File: src/rtl/dcnt_pkg.sv
package dcnt_pkg;
  typedef enum logic [1:0] {
    MODE_TERM     = 2'b00,
    MODE_RATE     = 2'b01,
    MODE_SQUARE   = 2'b10,
    MODE_RATE_ALT = 2'b11
  } dcnt_mode_e;
endpackage

File: src/rtl/dcnt_dec.sv
// Subtract one, in binary or in packed decimal digits.
module dcnt_dec #(
  parameter int W = 16
) (
  input  logic [W-1:0] val_i,
  input  logic         bcd_i,
  output logic [W-1:0] dec_o
);
  localparam int ND = W / 4;

  logic [W-1:0] bin_dec;
  logic [W-1:0] bcd_dec;
  logic [ND:0]  borrow;

  assign bin_dec   = val_i - W'(1);
  assign borrow[0] = 1'b1;

  for (genvar i = 0; i < ND; i++) begin : g_digit
    logic [3:0] dig;
    assign dig = val_i[4*i +: 4];
    always_comb begin
      if (!borrow[i]) begin
        bcd_dec[4*i +: 4] = dig;
      end else if (dig == 4'd0) begin
        bcd_dec[4*i +: 4] = 4'd9;
      end else begin
        bcd_dec[4*i +: 4] = dig - 4'd1;
      end
    end
    assign borrow[i+1] = borrow[i] & (dig == 4'd0);
  end

  assign dec_o = bcd_i ? bcd_dec : bin_dec;
endmodule

File: src/rtl/dcnt_half.sv
// Square-wave threshold: floor(N/2), where a stored 0 stands for the maximum N.
module dcnt_half #(
  parameter int W = 16
) (
  input  logic [W-1:0] rld_i,
  input  logic         bcd_i,
  output logic [W-1:0] half_o
);
  localparam int ND = W / 4;

  logic         is_max;
  logic [W-1:0] bin_half;
  logic [W-1:0] bcd_half;
  logic [ND:0]  odd_above;

  assign is_max        = (rld_i == '0);
  assign bin_half      = {is_max, rld_i[W-1:1]};
  assign odd_above[ND] = is_max;

  for (genvar i = 0; i < ND; i++) begin : g_digit
    logic [3:0] dig;
    assign dig = rld_i[4*i +: 4];
    assign bcd_half[4*i +: 4] = {1'b0, dig[3:1]} + (odd_above[i+1] ? 4'd5 : 4'd0);
    assign odd_above[i] = dig[0];
  end

  assign half_o = bcd_i ? bcd_half : bin_half;
endmodule

File: src/rtl/dcnt_core.sv
module dcnt_core
  import dcnt_pkg::*;
#(
  parameter int W = 16
) (
  input  logic         clk_i,
  input  logic         rst_ni,
  input  logic         tick_i,
  input  logic         gate_i,
  input  logic         load_i,
  input  logic [W-1:0] load_val_i,
  input  dcnt_mode_e   load_mode_i,
  input  logic         load_bcd_i,
  output logic [W-1:0] cnt_q,
  output logic [W-1:0] rld_q,
  output dcnt_mode_e   mode_q,
  output logic         bcd_q,
  output logic         armed_q,
  output logic         step_o,
  output logic [W-1:0] nxt_o
);
  localparam logic [W-1:0] ONE = W'(1);

  logic [W-1:0] dec_val;
  logic [W-1:0] cnt_d;
  logic         cnt_en;

  dcnt_dec #(.W(W)) u_dec (
    .val_i (cnt_q),
    .bcd_i (bcd_q),
    .dec_o (dec_val)
  );

  always_comb begin
    step_o = armed_q & tick_i & gate_i & ~load_i;
    if ((mode_q != MODE_TERM) && (cnt_q == ONE)) begin
      nxt_o = rld_q;
    end else begin
      nxt_o = dec_val;
    end
    cnt_d  = load_i ? load_val_i : nxt_o;
    cnt_en = load_i | step_o;
  end

  always_ff @(posedge clk_i or negedge rst_ni) begin
    if (!rst_ni) begin
      cnt_q   <= '0;
      rld_q   <= '0;
      mode_q  <= MODE_TERM;
      bcd_q   <= 1'b0;
      armed_q <= 1'b0;
    end else begin
      if (cnt_en) begin
        cnt_q <= cnt_d;
      end
      if (load_i) begin
        rld_q   <= load_val_i;
        mode_q  <= load_mode_i;
        bcd_q   <= load_bcd_i;
        armed_q <= 1'b1;
      end
    end
  end

  AST_IDLE_BEFORE_LOAD: assert property (@(posedge clk_i) disable iff (!rst_ni)
    !armed_q |-> cnt_q == '0);
  AST_LOAD_TAKES: assert property (@(posedge clk_i) disable iff (!rst_ni)
    load_i |=> cnt_q == $past(load_val_i));
  AST_HOLD_WITHOUT_EVENT: assert property (@(posedge clk_i) disable iff (!rst_ni)
    (!load_i && !(tick_i && gate_i)) |=> $stable(cnt_q));
  AST_BIN_STEP: assert property (@(posedge clk_i) disable iff (!rst_ni)
    (step_o && !bcd_q && mode_q == MODE_TERM) |=> cnt_q == $past(cnt_q) - W'(1));
endmodule

File: src/rtl/dcnt_wave.sv
module dcnt_wave
  import dcnt_pkg::*;
#(
  parameter int W = 16
) (
  input  logic         clk_i,
  input  logic         rst_ni,
  input  logic         load_i,
  input  dcnt_mode_e   load_mode_i,
  input  logic [W-1:0] load_val_i,
  input  logic         step_i,
  input  logic         armed_i,
  input  dcnt_mode_e   mode_i,
  input  logic         bcd_i,
  input  logic [W-1:0] cnt_i,
  input  logic [W-1:0] rld_i,
  input  logic [W-1:0] nxt_i,
  output logic         out_q,
  output logic         tc_q
);
  localparam logic [W-1:0] ONE = W'(1);

  logic [W-1:0] half;
  logic         out_d;
  logic         tc_d;
  logic         out_en;

  dcnt_half #(.W(W)) u_half (
    .rld_i  (rld_i),
    .bcd_i  (bcd_i),
    .half_o (half)
  );

  always_comb begin
    out_d  = out_q;
    tc_d   = 1'b0;
    out_en = load_i | step_i;
    if (load_i) begin
      case (load_mode_i)
        MODE_TERM:   out_d = 1'b0;
        MODE_SQUARE: out_d = 1'b1;
        default:     out_d = (load_val_i != ONE);
      endcase
    end else if (step_i) begin
      case (mode_i)
        MODE_TERM: begin
          if ((cnt_i == ONE) && !out_q) begin
            out_d = 1'b1;
            tc_d  = 1'b1;
          end
        end
        MODE_SQUARE: begin
          out_d = (nxt_i == '0) || (nxt_i > half);
          tc_d  = (cnt_i == ONE);
        end
        default: begin
          out_d = (nxt_i != ONE);
          tc_d  = (cnt_i == ONE);
        end
      endcase
    end
  end

  always_ff @(posedge clk_i or negedge rst_ni) begin
    if (!rst_ni) begin
      out_q <= 1'b0;
      tc_q  <= 1'b0;
    end else begin
      tc_q <= tc_d;
      if (out_en) begin
        out_q <= out_d;
      end
    end
  end

  AST_TC_FOLLOWS_EVENT: assert property (@(posedge clk_i) disable iff (!rst_ni)
    tc_q |-> $past(step_i));
  AST_TERM_OUT_STICKY: assert property (@(posedge clk_i) disable iff (!rst_ni)
    (mode_i == MODE_TERM && out_q && !load_i) |=> out_q);
  AST_TERM_RISE: assert property (@(posedge clk_i) disable iff (!rst_ni)
    (mode_i == MODE_TERM && step_i && cnt_i == ONE) |=> out_q);
  AST_RATE_LOW_AT_ONE: assert property (@(posedge clk_i) disable iff (!rst_ni)
    (armed_i && (mode_i == MODE_RATE || mode_i == MODE_RATE_ALT)) |-> out_q == (cnt_i != ONE));
  AST_SQUARE_SPLIT: assert property (@(posedge clk_i) disable iff (!rst_ni)
    (armed_i && mode_i == MODE_SQUARE) |-> out_q == ((cnt_i == '0) || (cnt_i > half)));
endmodule

File: src/rtl/dcnt_timer.sv
module dcnt_timer
  import dcnt_pkg::*;
#(
  parameter int CW = 16
) (
  input  logic          clk_i,
  input  logic          rst_ni,
  input  logic          gate_i,
  input  logic          tick_i,
  input  logic          load_i,
  input  logic [CW-1:0] load_val_i,
  input  logic [1:0]    mode_i,
  input  logic          bcd_i,
  output logic          out_o,
  output logic [CW-1:0] count_o,
  output logic          tc_o
);
  logic [1:0]    rst_sync;
  logic          rst_n;
  logic [CW-1:0] cnt_q;
  logic [CW-1:0] rld_q;
  logic [CW-1:0] nxt;
  dcnt_mode_e    mode_q;
  dcnt_mode_e    load_mode;
  logic          bcd_q;
  logic          armed_q;
  logic          step;

  always_ff @(posedge clk_i or negedge rst_ni) begin
    if (!rst_ni) begin
      rst_sync <= 2'b00;
    end else begin
      rst_sync <= {rst_sync[0], 1'b1};
    end
  end
  assign rst_n     = rst_sync[1];
  assign load_mode = dcnt_mode_e'(mode_i);

  dcnt_core #(.W(CW)) u_core (
    .clk_i       (clk_i),
    .rst_ni      (rst_n),
    .tick_i      (tick_i),
    .gate_i      (gate_i),
    .load_i      (load_i),
    .load_val_i  (load_val_i),
    .load_mode_i (load_mode),
    .load_bcd_i  (bcd_i),
    .cnt_q       (cnt_q),
    .rld_q       (rld_q),
    .mode_q      (mode_q),
    .bcd_q       (bcd_q),
    .armed_q     (armed_q),
    .step_o      (step),
    .nxt_o       (nxt)
  );

  dcnt_wave #(.W(CW)) u_wave (
    .clk_i       (clk_i),
    .rst_ni      (rst_n),
    .load_i      (load_i),
    .load_mode_i (load_mode),
    .load_val_i  (load_val_i),
    .step_i      (step),
    .armed_i     (armed_q),
    .mode_i      (mode_q),
    .bcd_i       (bcd_q),
    .cnt_i       (cnt_q),
    .rld_i       (rld_q),
    .nxt_i       (nxt),
    .out_q       (out_o),
    .tc_q        (tc_o)
  );

  assign count_o = cnt_q;
endmodule

File: config.mk
export PLATFORM = sky130hd
export DESIGN_NAME = dcnt_timer
export DESIGN_NICKNAME = d
export VERILOG_FILES = /design/src/rtl/dcnt_pkg.sv /design/src/rtl/dcnt_dec.sv /design/src/rtl/dcnt_half.sv /design/src/rtl/dcnt_core.sv /design/src/rtl/dcnt_wave.sv /design/src/rtl/dcnt_timer.sv
export SDC_FILE = /design/constraint.sdc
export NUM_CORES = 1
export LEC_CHECK = 0
export BUFFER_PORTS_ARGS = -buffer_cell sky130_fd_sc_hd__buf_2
export CAP_MARGIN = 5
export CORE_ASPECT_RATIO = 0.5
export CORE_MARGIN = 2
export CORE_UTILIZATION = 60
export DETAILED_ROUTE_END_ITERATION = 7
export PLACE_DENSITY = 0.82
export SYNTH_ARGS = -nofsm -noshare
export SYNTH_HDL_FRONTEND = slang
export SYNTH_HIERARCHICAL = 1
export SYNTH_SLANG_ARGS = --single-unit
File: constraint.sdc
create_clock -name clk_i -period 3 [get_ports clk_i]
set_input_delay 0.15 -clock clk_i [delete_from_list [all_inputs] [get_ports clk_i]]
set_output_delay 0.15 -clock clk_i [all_outputs]
set_load 0.05 [all_outputs]
-- Yosys cells after proc, flatten, opt, wreduce, memory -nomap -nowiden
Index checks and enable logic that the tools add are counted.
W data, S select, Z words.
- register bits: 40
- input port bits: 24
- output and inout bits: 18
- word-level logic and storage cells: 70
- add/sub/neg operators: 9
- $lt $le $gt $ge: 1
- eq/ne operators: 6
- mux-type cells: 24
- bitwise logic cells: 7
- reduce and logical (&&, ||, !) cells: 15
- operator list (kind ; number):
    $mux W16 ; 4
    $logic_not A16 Y1 ; 2
    $ne A16 B1 Y1 const B ; 2
    $mux W4 ; 7
    $add A3 B3 Y4 ; 4
    $eq A16 B1 Y1 const B ; 1
    $gt A16 B16 Y1 ; 1
    $logic_not A4 Y1 ; 4
    $sub A16 B1 Y16 const B ; 1
    $sub A4 B1 Y4 const B ; 4
    $mux W3 ; 4
    $mux W1 ; 7
    $and A1 B1 Y1 ; 5
    $eq A2 B2 Y1 const B ; 2
    $logic_not A2 Y1 ; 2
    $pmux W1 S2 ; 2
    $reduce_bool A2 Y1 ; 2
    $ne A3 B2 Y1 const B ; 1
    $reduce_and A3 Y1 ; 1
    $logic_and A1 B1 Y1 ; 2
    $logic_not A1 Y1 ; 1
    $logic_or A1 B1 Y1 ; 1
    $not A1 Y1 ; 1
    $or A1 B1 Y1 ; 1

-- Longest topological paths before layout
- depth in word-level cells: 11
- depth in mapped cells: 15
- gate-level depth less buffers: 14

-- By module
The synthesis kept the hierarchy.
- modules (own cells, without submodules) (module ; times used ; cells an instance ; area an instance (sq um) ; seq. area each (sq um)):
    dcnt_core ; 1 ; 161 ; 1831.8 ; 900.9
    dcnt_wave ; 1 ; 89 ; 653.1 ; 50.0
    dcnt_dec ; 1 ; 62 ; 432.9 ; 0.0
    dcnt_half ; 1 ; 50 ; 424.2 ; 0.0
    dcnt_timer ; 1 ; 3 ; 53.8 ; 50.0

-- Least setup slack after synthesis
Ideal clock, no wire load.
- path type: register -> register
- start: register u_core.cnt_q[1]
- end: register u_wave.out_q
- library setup time: 0.082 ns
- arrival: 3.307 ns
- data required time: 2.918 ns
- path slack: -0.389 ns
- cell stages (with the launch flop): 15
- path buffers: 1
- clock period less this slack: 3.389 ns
- cells stage by stage: dfrtp_1 inv_1 ha_1 and4bb_1 buf_4 nor2_1 nor4b_2 xor2_1 mux2_2 ha_1 nand4_4 nor4_2 a21boi_2 o31ai_1 a31oi_1
- elaborated cells between the ends (all ways): 23
- those cells by class: add/sub (2); order compare (1); eq/ne (3); mux (9); bitwise (2); reduce/logical (6)
- RTL lines (element ; line ; text):
    start, declared ; dcnt_core.sv:14 ; output logic [W-1:0] cnt_q,
    start signal, assigned ; dcnt_core.sv:54 ; cnt_q <= cnt_d;
    branches (longest 3 deep; another with $sub A16 B1 Y16) ; -- ;
    $mux W16 * ; dcnt_dec.sv:33 ; assign dec_o = bcd_i ? bcd_dec : bin_dec;
    via u_core.dec_val[8] ; dcnt_core.sv:24 ; logic [W-1:0] dec_val;
    $mux W16 * ; dcnt_core.sv:36 ; if ((mode_q != MODE_TERM) && (cnt_q == ONE)) begin
    via nxt[8] ; dcnt_timer.sv:22 ; logic [CW-1:0] nxt;
    $gt A16 B16 Y1 or $logic_not A16 Y1 (tied branches) ; dcnt_wave.sv:53 ; out_d = (nxt_i == '0) || (nxt_i > half);
    $logic_or A1 B1 Y1 ; dcnt_wave.sv:53 ;
    $pmux W1 S2 * ; dcnt_wave.sv:45 ; case (mode_i)
    $mux W1 * ; dcnt_wave.sv:44 ; end else if (step_i) begin
    $mux W1 * ; dcnt_wave.sv:38 ; if (load_i) begin
    end signal, assigned ; dcnt_wave.sv:71 ; out_q <= out_d;
    end, declared ; dcnt_wave.sv:18 ; output logic out_q,
Mark *: on every way through the listed nets, which the timed path passes. The select of a mux whose other input is x is not followed.
A chain may end at the register's enable or synchronous reset.

-- Worst setup path after layout
- start: register u_core.cnt_q[3]
- end: register u_wave.out_q
- elaborated cells between the ends (all ways): 23
- those cells by class: add/sub (2); order compare (1); eq/ne (3); mux (9); bitwise (2); reduce/logical (6)
- RTL lines (element ; line):
    branches (longest 2 deep; another with $sub A16 B1 Y16) ; --
    $mux W16 * ; dcnt_dec.sv:33
    via u_core.dec_val[7] ; dcnt_core.sv:24
    $mux W16 * ; dcnt_core.sv:36
    via nxt[7] ; dcnt_timer.sv:22
    $gt A16 B16 Y1 or $logic_not A16 Y1 (tied branches) ; dcnt_wave.sv:53
    $logic_or A1 B1 Y1 ; dcnt_wave.sv:53
    $pmux W1 S2 * ; dcnt_wave.sv:45
    $mux W1 * ; dcnt_wave.sv:44
    $mux W1 * ; dcnt_wave.sv:38
Marks and branches as above.

==> flow_summary.yaml <==
synthesis:
  synth_edf_count: 0
  synth_area_mm2: 0.003396
  ys_types: 57
  synth-async-reset-ratio: 1.000
  avgSynthCellArea_um2: 9.303
  yosysSeqAreaShare: 0.2948
  yosys_register_bits: 40
  syn_inst: 365
  syn-num-nets: 417
  ys.flop_type: "dfrtp_1"
  yosysWarnings: 6
finish:
  nets: 505
  diodes: 0
  drive_gt1_frac: 0.4604
  areaGrowthSynthToFinish_pct: 31.98
  fillCellCount: 308
power_and_ir_drop:
  power_frac_seq: 0.321
  p_leak_nw: 1.901
  clkPwrFrac: 0.266
  powerDensity_mw_per_mm2: 486.0
  p_int_w: 0.001317
  comb_power_share: 0.413
  switchingPower_w: 0.0008608
  total_power_w: 0.002178
  vdd_drop_max_v: 0.0003215
  p_sw_frac: 0.3952
min_path:
  hold_path_depth: 2
  min_to: "u_core/bcd_q$_DFFE_PN0P_"
  hp-start: "bcd_i"
  min_path_type: "input pin to register"
placement:
  detailed_place_hpwl_um: 7950
  dpl_worst_slack_ps: -152.2
  portBuffers: 41
  gp_congestion: 0.9817
global_routing:
  grt_util_all_layers: 0.4112
  grt_pass1_wl_um: 19030
  grt_pass1_vias: 3515
  grt_max_degree: 45
  antenna_found_initial: 0
  grt-ovfl-total: 0
worst_setup_path:
  cp.required_ps: 3160
  ff2ff_setup_slack_ps: -310
  startpoint_type: "register"
  path_delay_family: "compound AO/OA/AOI/OAI gates"
  crit_top_cell: "a31oi_1"
  cp_slowest_stage_delay_ps: 500
  endpoint_kind: "register"
  reg2reg_from: "u_core/cnt_q[3]$_DFFE_PN0P_"
  cp_slowest_cell: "dfrtp_2"
  crit_buf_inv: 0
  reg2reg_depth: 12
  crit_arrival_ps: 3470
  timing.rr.end: "u_wave/out_q$_DFFE_PN0P_"
  path_max_fanout: 11
  worstPathCellList: "nor2_1 > o21ai_2 > or4_1 > xnor2_2 > mux2_2 > ha_1 > a21oi_1 > o21ai_1 > nand2b_1 > a31oi_1 > o31ai_1 > a31oi_1"
  worstSetupPathType: "register to register"
die:
  die-width_um: 110.4
  core_area_mm2: 0.005468
  start_util: 0.6211
  dieHeight_um: 57.20
  num_io_pins: 42
  die_area_mm2: 0.006314
  fp-row-count: 19
timing:
  setup_tns_ps: -312.1
  period_needed_ps: 3312
  clock_skew_ps: 3.978
  tightest_slew_ps: 1120
  setup_viol: 1
  rsz0062_at_grt: "yes"
  hold_violations: 0
  fmax_ghz: 0.3019
  slew_violations: 0
  slew_headroom: 0.2533
  fin_crit_sh: 1.104
  setup_ws_ps: -312.1
route:
  vias: 3652
  wire_per_inst_um: 24.05
  drtIter0Drc: 469
  routed_via_density: 6.930
  wirelength_um: 12680
  antenna_left: 0
  drc: 0
  dr.pass1.iters: 5
status:
  outcome: "complete, but fails checks"
  violations: "negative setup slack"
clock_tree:
  clk_path_buf_depth: 2
  clock_latency_ps: 290
  clock-sinks: 40
  cts_tree: "yes"
  htree_levels: 2
  cts_root_buf: "clkbuf_16"
  numCtsBuffers: 5
  cts.clk_slew.worst_paths_ps: 60
job:
  maxCapViolations: 0
repair_timing:
| item | 4_1_cts | 5_1_grt |
|---|---|---|
| gates resized for setup | 19 | 22 |
| setup buffers | 6 | 6 |
| hold endpoints to repair | 2 | 0 |
| pin swaps | 8 | 8 |
| hold buffers | 1 | 0 |
| gates cloned | 0 | 0 |
| setup endpoints to repair | 1 | 1 |
area by class of cell:
cell class | count | area (um^2) | area share
clock buffers | 8 | 156.4 | 0.03490
inverters | 35 | 136.4 | 0.03043
multi-input cells | 277 | 2439 | 0.5441
flip-flops and latches | 40 | 1021 | 0.2278
well taps | 73 | 91.34 | 0.02038
repair buffers | 94 | 638.1 | 0.1424
cell usage in the layout (no fill, tap or decap), types with 4 or more instances in the layout:
master | Yosys | final
dfrtp_1 | 40 | 24
ha_1 | 28 | 23
or4_1 | 4 | 4
o21ai_0 | 10 | 8
clkbuf_16 | 0 | 5
a21oi_1 | 33 | 33
nor4_2 | 5 | 7
o221a_2 | 6 | 6
buf_2 | 4 | 41
o221a_1 | 10 | 10
mux2_2 | 42 | 37
xnor2_1 | 7 | 6
nand4_1 | 5 | 5
a31oi_1 | 5 | 5
nor4_1 | 11 | 6
o21ai_1 | 6 | 5
mux2_4 | 0 | 5
o31ai_1 | 5 | 4
nor2_1 | 36 | 34
nand2_1 | 9 | 9
ha_4 | 0 | 5
dfrtp_2 | 0 | 16
buf_4 | 2 | 48
nor3_1 | 8 | 5
nand3_1 | 4 | 4
xor2_1 | 4 | 4
inv_1 | 35 | 33
power groups by stage:
| stage | clock network, W | logic (W) | registers, W |
|---|---|---|---|
| floorplan | 0 | 0.000391 | 0.000790 |
| global placement | 0 | 0.000714 | 0.000692 |
| detailed placement | 0 | 0.000743 | 0.000698 |
| CTS | 0.000573 | 0.000805 | 0.000687 |
| global route | 0.000602 | 0.000953 | 0.000703 |
| finish | 0.000580 | 0.000900 | 0.000698 |
worst max-delay path by stage:
stage	slack, ps	cells past startpoint	to	from
floorplan	1	13	u_wave/out_q$_DFFE_PN0P_	u_core/cnt_q[1]$_DFFE_PN0P_
global placement	3	15	u_wave/out_q$_DFFE_PN0P_	u_core/cnt_q[0]$_DFFE_PN0P_
detailed placement	-150	15	u_wave/out_q$_DFFE_PN0P_	u_core/cnt_q[0]$_DFFE_PN0P_
CTS	-90	14	u_wave/out_q$_DFFE_PN0P_	u_core/cnt_q[0]$_DFFE_PN0P_
global route	-350	11	u_wave/out_q$_DFFE_PN0P_	u_core/cnt_q[3]$_DFFE_PN0P_
finish	-310	12	u_wave/out_q$_DFFE_PN0P_	u_core/cnt_q[3]$_DFFE_PN0P_
logic make-up (layout without fill, tap and decap cells):
group,after synthesis,after routing,synth area share
AOI/OAI and AO/OA,88,88,0.1769
buffers and inverters,48,137,0.05895
and+or+nand+nor,104,104,0.1901
DFF,40,40,0.2948
other,2,2,0.002212
muxes,44,44,0.1455
xor gates and xnor gates,11,11,0.02837
adders and majority gates,28,28,0.1032
through the flow:
stage	area [um^2]	hold slack (ps)	std cells	utilization
after floorplan	3453	-145.6	365	-
after global placement	3998	-64.08	507	0.7311
after detailed placement	3998	-61.86	507	0.7311
after CTS	4332	96.30	521	0.7922
after global routing	4482	95.25	527	0.8197
final	4482	94.95	527	0.8197
Yosys cell counts (3+ instances only):
cell type  instances  area, um^2
a21oi_1           33       165.2
a31oi_1            5       31.28
buf_1              3       11.26
buf_2              4       20.02
clkbuf_1           3       11.26
dfrtp_1           40        1001
ha_1              28       350.3
inv_1             35       131.4
mux2_2            42       473.0
nand2_1            9       33.78
nand2b_1           3       18.77
nand3_1            4       20.02
nand4_1            5       31.28
nor2_1            36       135.1
nor2b_1            3       18.77
nor3_1             8       40.04
nor4_1            11       68.82
nor4_2             5       62.56
o21ai_0           10       50.05
o21ai_1            6       30.03
o221a_1           10       112.6
o221a_2            6       67.56
o31ai_1            5       37.54
or4_1              4       30.03
xnor2_1            7       61.31
xor2_1             4       35.03
state kept, by name, indices dropped and copies added (netlist names):
signal / flops
u_core/cnt_q: 16
u_core/rld_q: 16
rst_sync: 2
u_core/mode_q: 2
u_core/armed_q: 1
u_core/bcd_q: 1
u_wave/out_q: 1
u_wave/tc_q: 1
per-layer routing:
layer / vias up / track usage / wire length [um] / share of wire
met5: - / 0 / 0 / 0
met1: 1719 / 0.5642 / 5033 / 0.40
li1: 1537 / - / - / -
met4: 0 / 0.2000 / 725 / 0.057
met3: 77 / 0.1189 / 1570 / 0.12
met2: 319 / 0.5995 / 5346 / 0.42
No activity file was read; power rests on OpenSTA's default activity.
